--- src/rtl/scl_tim_pkg.sv ---
package scl_tim_pkg;

    typedef enum logic [1:0] {
        PH_IDLE = 2'd0,
        PH_LOW  = 2'd1,
        PH_HIGH = 2'd2
    } scl_phase_e;

    // Half of the effective divider: bit 0 dropped, never below one.
    function automatic logic [31:0] half_of(input logic [31:0] div);
        logic [31:0] h;
        h = div >> 1;
        if (h == 32'd0) h = 32'd1;
        return h;
    endfunction

    // Clamp a delay into the range 1 .. half.
    function automatic logic [31:0] clamp_dly(input logic [31:0] dly,
                                              input logic [31:0] half);
        logic [31:0] d;
        d = (dly == 32'd0) ? 32'd1 : dly;
        if (d > half) d = half;
        return d;
    endfunction

endpackage

--- src/rtl/scl_phase_ctr.sv ---
module scl_phase_ctr
    import scl_tim_pkg::*;
#(
    parameter int CNT_W = 16
) (
    input  logic             clk,
    input  logic             rst,
    input  logic             en,
    input  logic [CNT_W-1:0] half,
    input  logic             scl_in,
    output scl_phase_e       phase,
    output logic [CNT_W-1:0] cnt,
    output logic             stall
);

    localparam logic [CNT_W-1:0] ONE = CNT_W'(1);

    logic last_tick;
    assign last_tick = (cnt >= half - ONE);
    assign stall     = (phase == PH_HIGH) && !scl_in;

    always_ff @(posedge clk) begin
        if (rst || !en) begin
            phase <= PH_IDLE;
            cnt   <= '0;
        end else begin
            unique case (phase)
                PH_IDLE: begin
                    phase <= PH_LOW;
                    cnt   <= '0;
                end
                PH_LOW: begin
                    if (last_tick) begin
                        phase <= PH_HIGH;
                        cnt   <= '0;
                    end else begin
                        cnt <= cnt + ONE;
                    end
                end
                PH_HIGH: begin
                    if (scl_in) begin
                        if (last_tick) begin
                            phase <= PH_LOW;
                            cnt   <= '0;
                        end else begin
                            cnt <= cnt + ONE;
                        end
                    end
                end
                default: begin
                    phase <= PH_IDLE;
                    cnt   <= '0;
                end
            endcase
        end
    end

endmodule

--- src/rtl/scl_strobe.sv ---
module scl_strobe
    import scl_tim_pkg::*;
#(
    parameter int         CNT_W    = 16,
    parameter scl_phase_e WATCH_PH = PH_LOW
) (
    input  logic             clk,
    input  logic             rst,
    input  logic             en,
    input  scl_phase_e       phase,
    input  logic [CNT_W-1:0] cnt,
    input  logic [CNT_W-1:0] dly,
    input  logic             scl_in,
    output logic             stb
);

    localparam logic [CNT_W-1:0] ONE = CNT_W'(1);

    logic line_ok;
    logic hit;

    generate
        if (WATCH_PH == PH_HIGH) begin : g_need_line
            assign line_ok = scl_in;
        end else begin : g_no_line
            assign line_ok = 1'b1;
        end
    endgenerate

    assign hit = (phase == WATCH_PH) && line_ok && (cnt == dly - ONE);

    always_ff @(posedge clk) begin
        if (rst || !en) stb <= 1'b0;
        else            stb <= hit;
    end

endmodule

--- src/rtl/scl_stretch_mon.sv ---
module scl_stretch_mon #(
    parameter int LIM_W = 16
) (
    input  logic             clk,
    input  logic             rst,
    input  logic             en,
    input  logic             stall,
    input  logic [LIM_W-1:0] lim,
    output logic             flag
);

    localparam logic [LIM_W-1:0] ONE = LIM_W'(1);

    logic [LIM_W-1:0] run_cnt;

    always_ff @(posedge clk) begin
        if (rst || !en) begin
            run_cnt <= '0;
            flag    <= 1'b0;
        end else begin
            if (stall) begin
                if (run_cnt != '1) run_cnt <= run_cnt + ONE;
            end else begin
                run_cnt <= '0;
            end
            if (stall && (lim != '0) && (run_cnt == lim - ONE)) flag <= 1'b1;
        end
    end

endmodule

--- src/rtl/scl_timing_gen.sv ---
module scl_timing_gen
    import scl_tim_pkg::*;
#(
    parameter int DIV_W = 16,
    parameter int LIM_W = 16
) (
    input  logic               clk,
    input  logic               rst,
    input  logic               en,
    input  logic [DIV_W-1:0]   div_val,
    input  logic [2*DIV_W-1:0] dly_word,
    input  logic [LIM_W-1:0]   stretch_lim,
    input  logic               scl_in,
    output logic               scl_out,
    output logic               upd_stb,
    output logic               smp_stb,
    output logic               stretch_to
);

    localparam int NUM_STB = 2;

    logic [DIV_W-1:0] half_c;
    logic [DIV_W-1:0] dly_c [NUM_STB];
    logic [DIV_W-1:0] dly_raw [NUM_STB];
    logic [NUM_STB-1:0] stb_v;

    scl_phase_e       phase;
    logic [DIV_W-1:0] cnt;
    logic             stall;

    assign half_c     = DIV_W'(half_of(32'(div_val)));
    assign dly_raw[0] = dly_word[2*DIV_W-1:DIV_W];
    assign dly_raw[1] = dly_word[DIV_W-1:0];

    scl_phase_ctr #(.CNT_W(DIV_W)) u_phase (
        .clk    (clk),
        .rst    (rst),
        .en     (en),
        .half   (half_c),
        .scl_in (scl_in),
        .phase  (phase),
        .cnt    (cnt),
        .stall  (stall)
    );

    generate
        for (genvar i = 0; i < NUM_STB; i++) begin : g_stb
            localparam scl_phase_e PH = (i == 0) ? PH_LOW : PH_HIGH;
            assign dly_c[i] = DIV_W'(clamp_dly(32'(dly_raw[i]), 32'(half_c)));
            scl_strobe #(.CNT_W(DIV_W), .WATCH_PH(PH)) u_stb (
                .clk    (clk),
                .rst    (rst),
                .en     (en),
                .phase  (phase),
                .cnt    (cnt),
                .dly    (dly_c[i]),
                .scl_in (scl_in),
                .stb    (stb_v[i])
            );
        end
    endgenerate

    scl_stretch_mon #(.LIM_W(LIM_W)) u_mon (
        .clk   (clk),
        .rst   (rst),
        .en    (en),
        .stall (stall),
        .lim   (stretch_lim),
        .flag  (stretch_to)
    );

    assign scl_out = (phase != PH_LOW);
    assign upd_stb = stb_v[0];
    assign smp_stb = stb_v[1];

endmodule

--- config.mk ---
export PLATFORM = sky130hd
export DESIGN_NAME = scl_timing_gen
export DESIGN_NICKNAME = d
export VERILOG_FILES = /design/src/rtl/scl_tim_pkg.sv /design/src/rtl/scl_phase_ctr.sv /design/src/rtl/scl_strobe.sv /design/src/rtl/scl_stretch_mon.sv /design/src/rtl/scl_timing_gen.sv
export SDC_FILE = /design/constraint.sdc
export NUM_CORES = 1
export LEC_CHECK = 0
export BUFFER_PORTS_ARGS = -buffer_cell sky130_fd_sc_hd__buf_2
export CORE_ASPECT_RATIO = 1.2
export CORE_MARGIN = 10
export CORE_UTILIZATION = 23
export DETAILED_ROUTE_END_ITERATION = 7
export GPL_ROUTABILITY_DRIVEN = 1
export HOLD_SLACK_MARGIN = 0.03
export PLACE_DENSITY = 0.4
export SYNTH_ARGS = -nofsm -noshare
export SYNTH_HDL_FRONTEND = slang
export SYNTH_SLANG_ARGS = --single-unit
--- constraint.sdc ---
create_clock -name clk -period 5.6 [get_ports clk]
set_clock_uncertainty 0.1 [all_clocks]
set_input_delay 0.56 -clock clk [delete_from_list [all_inputs] [get_ports clk]]
set_output_delay 0.56 -clock clk [all_outputs]
set_load 0.02 [all_outputs]
Yosys cells after proc, flatten, opt, wreduce, memory -nomap -nowiden
Index checks and enable logic that the tools add are counted.
- flip-flop bits (word level): 37
- input bits: 68
- output and inout bits: 4
- word-level logic and storage cells: 54
- add/subtract/negate cells: 6
- $lt $le $gt $ge: 3
- equal/unequal tests: 10
- multiplexer cells: 12
- bitwise operators: 1
- reduce and logical (&&, ||, !) cells: 16
- operators with widths (kind ; count):
    two-way mux 16 bit ; 6
    equality test 16 bit ; 3
    subtractor 16 x 1 -> 16 bit (second input constant) ; 3
    adder 16 x 1 -> 16 bit (second input constant) ; 2
    greater-than comparator 16 x 15 -> 1 bit ; 2
    logical NOT 16 bit ; 2
    logical NOT 32 bit ; 1
    one-hot mux 16 bit (2 select lines) ; 1
    >= comparator 16 bit ; 1
    inequality test 16 bit (second input constant) ; 1
    nonzero test 16 bit ; 1
    subtractor 15 x 1 -> 16 bit (second input constant) ; 1
    two-way mux 15 bit ; 1
    logical AND 1 bit ; 6
    two-way mux 2 bit ; 3
    inequality test 2 bit (second input constant) ; 3
    one-hot mux 2 bit (3 select lines) ; 1
    AND reduction 3 bit ; 1
    equality test 2 x 1 -> 1 bit (second input constant) ; 1
    equality test 2 bit (second input constant) ; 1
    logical NOT 1 bit ; 2
    logical NOT 2 bit ; 1
    inequality test 2 x 1 -> 1 bit (second input constant) ; 1
    OR reduction 2 bit ; 1
    2 further kinds ; 2

Logic depth before layout (Yosys ltp)
Gate-level depths: netlist (run 1).
- depth after elaboration: 7
- gate-level depth with buffers: 26
- mapped depth without buffers: 23

Cells and area by module
From an unflattened synthesis (run 1), not the netlist that was laid out.
- cell total of the unflattened synthesis: 724
- area total of the unflattened synthesis: 5541.6 sq um
- modules (own cells, without submodules) (module ; instances ; cells each ; area an instance (sq um) ; sequential area each (sq um)):
    scl_phase_ctr ; 1 ; 202 ; 1609.0 ; 360.3
    scl_stretch_mon ; 1 ; 183 ; 1393.8 ; 340.3
    scl_timing_gen ; 1 ; 185 ; 1385.1 ; 0.0
    scl_strobe at g_stb[0].u_stb ; 1 ; 77 ; 600.6 ; 20.0
    scl_strobe at g_stb[1].u_stb ; 1 ; 77 ; 553.0 ; 20.0

Least setup slack after synthesis (run 1)
Ideal clock, no wire load.
- path type: input port to flip-flop
- from: in div_val[5]
- to: reg g_stb[1].u_stb.stb
- setup time: 78 ps
- arrival: 5127 ps
- data required time: 5422 ps
- path slack: 295 ps
- cell stages on the path: 24
- path buffers: 4
- cell sequence: clkbuf_2 -> or4_4 -> nor3_1 -> nand4_1 -> nor2_1 -> nor2_1 -> inv_1 -> ha_1 -> nor2b_1 -> o211ai_1 -> a21boi_0 -> o31ai_4 -> buf_2 -> buf_2 -> nor2_1 -> a21oi_1 -> ha_1 -> clkbuf_1 -> nand2_1 -> o31ai_1 -> nand2_1 -> mux4_2 -> o22a_1 -> nor3_1
- cells in the longest elaborated chain, start to end: 7
- RTL lines (item ; RTL line ; RTL):
    start: declaration ; scl_timing_gen.sv:10 ; input logic [DIV_W-1:0] div_val,
    logical NOT 32 bit ; scl_tim_pkg.sv:13 ; if (h == 32'd0) h = 32'd1;
    two-way mux 15 bit * ; scl_tim_pkg.sv:13 ;
    greater-than comparator 16 x 15 -> 1 bit ; scl_tim_pkg.sv:22 ; if (d > half) d = half;
    two-way mux 16 bit * ; scl_tim_pkg.sv:22 ;
    subtractor 16 x 1 -> 16 bit * ; scl_strobe.sv:30 ; assign hit = (phase == WATCH_PH) && line_ok && (cnt == dly - ONE);
    equality test 16 bit * ; scl_strobe.sv:30 ;
    logical AND 1 bit * ; scl_strobe.sv:30 ;
    end signal: assignment ; scl_strobe.sv:34 ; else stb <= hit;
    end: declaration ; scl_strobe.sv:14 ; output logic stb
Mark *: on every way between the ends. The rest lies on a longest branch, timed or not.
A chain may end at the register's enable or synchronous reset.

Worst setup path after layout (run 1)
- from: in div_val[6]
- to: reg g_stb[1].u_stb.stb
The elaborated chain is that of the path after synthesis.

==> results_dict.tcl, run 1 <==
set metrics [dict create \
    cts_tree "done" \
    p_int_mw 0.5783 \
    post-cts-setup-buffer-count 0 \
    synthAdderAreaFrac_pct 12.79 \
    start_util_pct 23.27 \
    cts_buffer_depth 2 \
    antenna_cells 0 \
    synth_top_family_by_area "simple AND/OR/NAND/NOR gates" \
    final.fill_count 2573 \
    start_kind "input pin" \
    holdWs_ns 0.3778 \
    synthSimpleGateAreaFrac_pct 25.78 \
    fin_cells 1076 \
    p_clk_share_pct 33.3 \
    drt_wl_total_um 19430 \
    synthXorXnorAreaFrac_pct 15.30 \
    overflow 0 \
    cts_root_buffer "clkbuf_16" \
    pre_cts_slack_ns 0.4237 \
    switchingPower_mw 0.3111 \
    groute.usage.overall_pct 12.63 \
    hold_buffers 0 \
    fin_crit_sh_pct 87.19 \
    synth-seq-cells 37 \
    post-route-drc-count 0 \
    synth_mux_area_share_pct 7.626 \
    drt-initial-drc-count 252 \
    yosysWarnings 0 \
    fin_nets 883 \
    synthToLayoutAreaGrowth_pct 14.55 \
    powerDensity_nw_per_um2 144.3 \
    status "finished, final reports clean" \
    synth.distinct_cells 72 \
    grt_pass1_vias 5427 \
    syn_area_sq_um 5381 \
    via_per_inst 4.823 \
    pwr-share-seq_pct 29.8 \
    rsz0062_at_grt "false" \
    synth-edff-count 0 \
    fin_util_pct 26.66 \
    endpoint_kind "flip-flop" \
    synth_top_area_share_pct 13.76 \
    fmaxAchievable_mhz 204.8 \
    dieHeight_um 187.6 \
    clock_sinks 37 \
    slew_headroom_pct 53.98 \
    grt_first_pass_wirelength_um 30650 \
    critPathKind "in2reg" \
    vias 5190 \
    rr_worst_depth 13 \
    antenna_found_initial 0 \
    drv_slew 0 \
    placed_area_sq_um 6012 \
    min_path_cells 2 \
    combPwrFrac_pct 36.9 \
    critical_path_arrival_ns 4.99 \
    p_sw_share_pct 34.98 \
    reg2reg_slack_ns 2.31 \
    grt_start_max_net_pins 31 \
    async_reset_ff_share_pct 0 \
    p_total_mw 0.8894 \
    critPathMaxFanout 7 \
    clk_latency_ns 0.29 \
    cts_buffers 5 \
    ir_worst_vdd_mv 0.09675 \
    first_pass_iters 4 \
    dpl.hpwl_um 15730 \
    die_w_um 159.6 \
    rows 61 \
    fin_tns_setup_ns 0 \
    holdCritPathClass "reg2reg" \
    yosysSeqAreaShare_pct 13.76 \
    synth_cells 726 \
    synth-compound-area-share_pct 18.32 \
    synthesis.nets 849 \
    setup_viol 0 \
    final_area_sq_um 6165 \
    dp_cells 1068 \
    clk_pin_slew_ns 0.06 \
    setup_ws_ns 0.7172 \
    core-area_sq_um 23130 \
    drv_cap 0 \
    portBuffers 70 \
    yosys_most_used_dff "dfxtp_1" \
    hold_violations 0 \
    power_leakage_nw 2.500 \
    worst_pin_slew_ns 0.6840 \
    pin_count 72 \
    fin_crit_ns 4.883 \
    yosys-top-cells-area "dfxtp_1 14%, ha_1 13%, xnor2_1 11%" \
    htreeDepth 2 \
    post-synth-top-area-cell "dfxtp_1" \
    layout-drive-gt1-share_pct 14.85 \
    gp_congestion 0.8460 \
    wl_per_cell_um 18.05 \
    ctsResizeCount 0 \
    dieArea_sq_um 29940 \
    ant_nets 0 \
    postSynthAreaPerCell_sq_um 7.412 \
    worstPathRequired_ns 5.71 \
]
power groups by stage:
| stage | combinational, mW | clock, mW | sequential, mW |
|---|---|---|---|
| after global routing | 0.365 | 0.317 | 0.265 |
| after global placement | 0.330 | 0 | 0.271 |
| after detailed placement | 0.328 | 0 | 0.271 |
| final | 0.329 | 0.296 | 0.265 |
| after CTS | 0.331 | 0.309 | 0.265 |
| after floorplan | 0.223 | 0 | 0.270 |
final cells by class:
class,count,area [sq um],area share (%)
Multi-Input combinational cell,603,4304,69.82
Sequential cell,37,740.7,12.02
Timing Repair Buffer,83,460.4,7.469
Tap cell,315,394.1,6.393
Clock buffer,6,138.9,2.253
Clock inverter,2,13.76,0.2233
Inverter,30,112.6,1.827
kinds of logic after synthesis:
family	Yosys count
flip-flops	37
AO/OA/AOI/OAI	143
other	1
buffers and inverters	86
AND/OR/NAND/NOR	272
adder cells (fa/ha/maj)	55
XOR/XNOR	94
multiplexers	38
worst max-delay path: stages:
cell and delay [ns]:
buf_2 0.15, or4_4 0.58, nor3_1 0.23, nand4_1 0.19
nor2_1 0.13, nor2_1 0.06, inv_1 0.13, ha_1 0.17
nor2b_1 0.04, o211ai_1 0.15, a21boi_0 0.17, o31ai_4 0.41
mux2_2 0.25, ha_1 0.33, nand2_1 0.14, o31ai_1 0.32
nand2_1 0.08, mux4_2 0.47, o22a_1 0.22, nor3_1 0.18
synthesized netlist by cell type, drive strengths merged, types with 11 or more instances:
cell,number
buf,11
nor3,22
mux2i,33
a31oi,20
a21o,13
clkbuf,45
xor2,26
ha,55
nor4,16
and3,14
nand2,41
nand3,38
dfxtp,37
nand4,17
a21oi,43
nand2b,18
o21ai,17
nor2,74
inv,30
xnor2,68
state kept, by name, summed over array words and instances, names as in the netlist:
signal and cells:
u_mon.run_cnt 16, u_phase.cnt 16, g_stb.u_stb.stb 2, u_phase.phase 2
u_mon.flag 1
metal layers:
layer	part of all wire (%)	wire length (um)	vias up	global-route usage, %
met2	49	9579	91	22.83
met1	46	9012	2402	15.53
met5	0	0	-	0
met4	1.5	291	0	3.034
met3	2.8	544	14	1.402
li1	-	-	2683	-
cell usage in the layout (no fill, tap or decap), drive strengths merged, types with 26 or more instances in the layout:
cell type	instances
a21oi	43
buf	83
dfxtp	37
ha	55
inv	30
mux2i	33
nand2	41
nand3	38
nor2	74
xnor2	68
xor2	26
worst paths after layout:
| check | from | end |
|---|---|---|
| max | div_val[6] | g_stb[1].u_stb.stb |
| min | u_mon.flag | u_mon.flag |
| min reg2reg | u_mon.flag | u_mon.flag |
| max reg2reg | u_phase.cnt[0] | u_phase.cnt[5] |
Power figures use the tool's default switching activity.
==> inputs of run 2 (changes only) <==
--- a/config.mk
+++ b/config.mk
@@ -6,6 +6,7 @@
 export NUM_CORES = 1
 export LEC_CHECK = 0
 export BUFFER_PORTS_ARGS = -buffer_cell sky130_fd_sc_hd__buf_2
+export CAP_MARGIN = 10
 export CORE_ASPECT_RATIO = 1.2
 export CORE_MARGIN = 10
 export CORE_UTILIZATION = 23
@@ -13,6 +14,7 @@
 export GPL_ROUTABILITY_DRIVEN = 1
 export HOLD_SLACK_MARGIN = 0.03
 export PLACE_DENSITY = 0.4
+export REMOVE_ABC_BUFFERS = 1
 export SYNTH_ARGS = -nofsm -noshare
 export SYNTH_HDL_FRONTEND = slang
 export SYNTH_SLANG_ARGS = --single-unit
==> run 2 against run 1 <==
Against the previous run: global-route usage shrank 0.58 points; worst setup slack lost 0.15 ns; non-clock buffer count is 1 higher; wire length is 4.1% lower; largest power group unchanged; highest routed layer is now met5; critical endpoint is now g_stb[0].u_stb.stb; power is 2.3% lower; clock power is 7.4% lower; first-iteration DRC count down 29%; register-to-register slack better by 0.17 ns; final area decreased by 0.30%.
==> results_dict.tcl, run 2 (synthesis gave the netlist of run 1 again) <==
set metrics [dict create \
    hold_buffers 0 \
    slew_headroom_pct 57.05 \
    die_w_um 159.6 \
    fin_crit_sh_pct 89.90 \
    timing.rr.start "u_phase.cnt[0]" \
    synthToLayoutAreaGrowth_pct 14.21 \
    final_common_cell "nor2_1" \
    hold_violations 0 \
    worst_pin_slew_ns 0.6384 \
    cts_buffers 5 \
    antenna_found_initial 1 \
    min_path_cells 2 \
    fin_crit_ns 5.034 \
    drt_wl_total_um 18620 \
    rr_worst_depth 12 \
    reg_top3 "u_mon.run_cnt (16), u_phase.cnt (16)" \
    grt_first_pass_wirelength_um 29420 \
    cp_cell_sequence "buf_2 > or4_4 > nor3_1 > nand4_1 > nor2_1 > nor2_1 > inv_1 > ha_1 > nor2b_1 > o21bai_1 > a21oi_1 > a2111oi_4 > nor2_4 > mux2i_4 > inv_1 > ha_1 > nand2_1 > or4_1 > nor2_1 > mux2i_1 > o21ai_0 > nand3_1 > a222oi_1 > and4b_1" \
    powerDensity_nw_per_um2 141.3 \
    drv_slew 0 \
    critical_path_arrival_ns 5.14 \
    final_cell_mix "73 x nor2_1, 70 x buf_2, 68 x xnor2_1" \
    dp_cells 1069 \
    ctsResizeCount 0 \
    cts_buffer_depth 2 \
    pin_count 72 \
    fin_cells 1077 \
    max_stage_delay_ns 0.58 \
    cpMaxStageDelayCell "or4_4" \
    dieHeight_um 187.6 \
    rsz0062_at_grt "false" \
    cts_root_buffer "clkbuf_16" \
    setup_viol 0 \
    grt_pass1_vias 5371 \
    post-route-drc-count 0 \
    reg2reg_to "u_phase.phase[0]" \
    hold_path_end "u_mon.flag" \
    holdCritPathClass "reg2reg" \
    wl_per_cell_um 17.29 \
    worstPathRequired_ns 5.71 \
    overflow 0 \
    clk_pin_slew_ns 0.06 \
    clk_latency_ns 0.28 \
    timing.critical_path.mode_cell "nor2_1" \
    power_leakage_nw 2.497 \
    grt_start_max_net_pins 34 \
    dpl.hpwl_um 15640 \
    fin_tns_setup_ns 0 \
    critPathKind "in2reg" \
    reg2reg_slack_ns 2.48 \
    gp_congestion 0.8388 \
    rows 61 \
    fin_nets 884 \
    htreeDepth 2 \
    ant_nets 0 \
    ir_worst_vdd_mv 0.08793 \
    first_pass_iters 5 \
    start_kind "input pin" \
    endpoint_kind "flip-flop" \
    antenna_cells 0 \
    fin_util_pct 26.58 \
    clock_sinks 37 \
    critPathMaxFanout 6 \
    groute.usage.overall_pct 12.04 \
    fmaxAchievable_mhz 198.6 \
    drv_cap 0 \
    drt-initial-drc-count 180 \
    dieArea_sq_um 29940 \
    start_util_pct 23.27 \
    layout-drive-gt1-share_pct 14.83 \
    via_per_inst 4.831 \
    cts_tree "done" \
    core-area_sq_um 23130 \
    portBuffers 70 \
    hold_path.startpoint "u_mon.flag" \
    post-cts-setup-buffer-count 0 \
    vias 5203 \
    status "finished, final reports clean" \
]
run 2: cell count changes in the layout (fill, tap and decap cells not counted):
cell	change
buf_12	-1
buf_4	+2
clkbuf_1	+1
clkbuf_8	-1
clkinv_2	+1
clkinv_4	-1
run 2: layer usage:
layer / GRT usage [%] / routed length [um] / vias up
li1: - / - / 2675
met1: 14.53 / 8327 / 2415
met2: 21.75 / 9301 / 92
met3: 1.512 / 558 / 19
met4: 3.426 / 421 / 2
met5: 0 / 13 / -
run 2: per-stage QoR:
| step | hold WS (ns) | setup WS (ns) | instance area (sq um) | power [mW] |
|---|---|---|---|---|
| floorplan | 0.3733 | 0.1867 | 5152 | 0.4780 |
| global placement | 0.3586 | 0.2637 | 6007 | 0.6026 |
| detailed placement | 0.3587 | 0.2800 | 6007 | 0.6014 |
| CTS | 0.3736 | 0.5484 | 6146 | 0.8840 |
| global route | 0.4300 | 0.1345 | 6146 | 0.9289 |
| finish | 0.3706 | 0.5658 | 6146 | 0.8685 |
run 2: power by group:
| part | total (mW) | internal (mW) | leakage [nW] | switching, mW |
|---|---|---|---|---|
| registers | 0.265 | 0.264 | 0.298 | 0.000781 |
| clock network | 0.274 | 0.164 | 0.0706 | 0.110 |
| logic | 0.330 | 0.138 | 2.13 | 0.193 |
| total | 0.869 | 0.565 | 2.50 | 0.304 |
run 2: cell type report:
class	count	area [sq um]
Clock buffer	6	128.9
Clock inverter	2	10.01
Multi-Input combinational cell	603	4304
Timing Repair Buffer	84	455.4
Tap cell	315	394.1
Inverter	30	112.6
Fill cell	2626	16980
Sequential cell	37	740.7
run 2: worst max path at each step:
stage,startpoint,to,slack (ns),depth (start not counted)
final,div_val[6],g_stb[0].u_stb.stb,0.57,24
after global routing,div_val[6],g_stb[0].u_stb.stb,0.13,24
after CTS,div_val[6],g_stb[0].u_stb.stb,0.55,24
after detailed placement,div_val[6],g_stb[0].u_stb.stb,0.28,24
after global placement,div_val[6],g_stb[0].u_stb.stb,0.26,24
after floorplan,div_val[6],g_stb[0].u_stb.stb,0.19,20
run 2: critical path: cells and delay by family:
kind,cells,cell delay (ns)
mux,2,0.28
simple gates,12,2.51
buf+inv,3,0.31
fa+ha+maj,2,0.38
compound gates,5,1.09
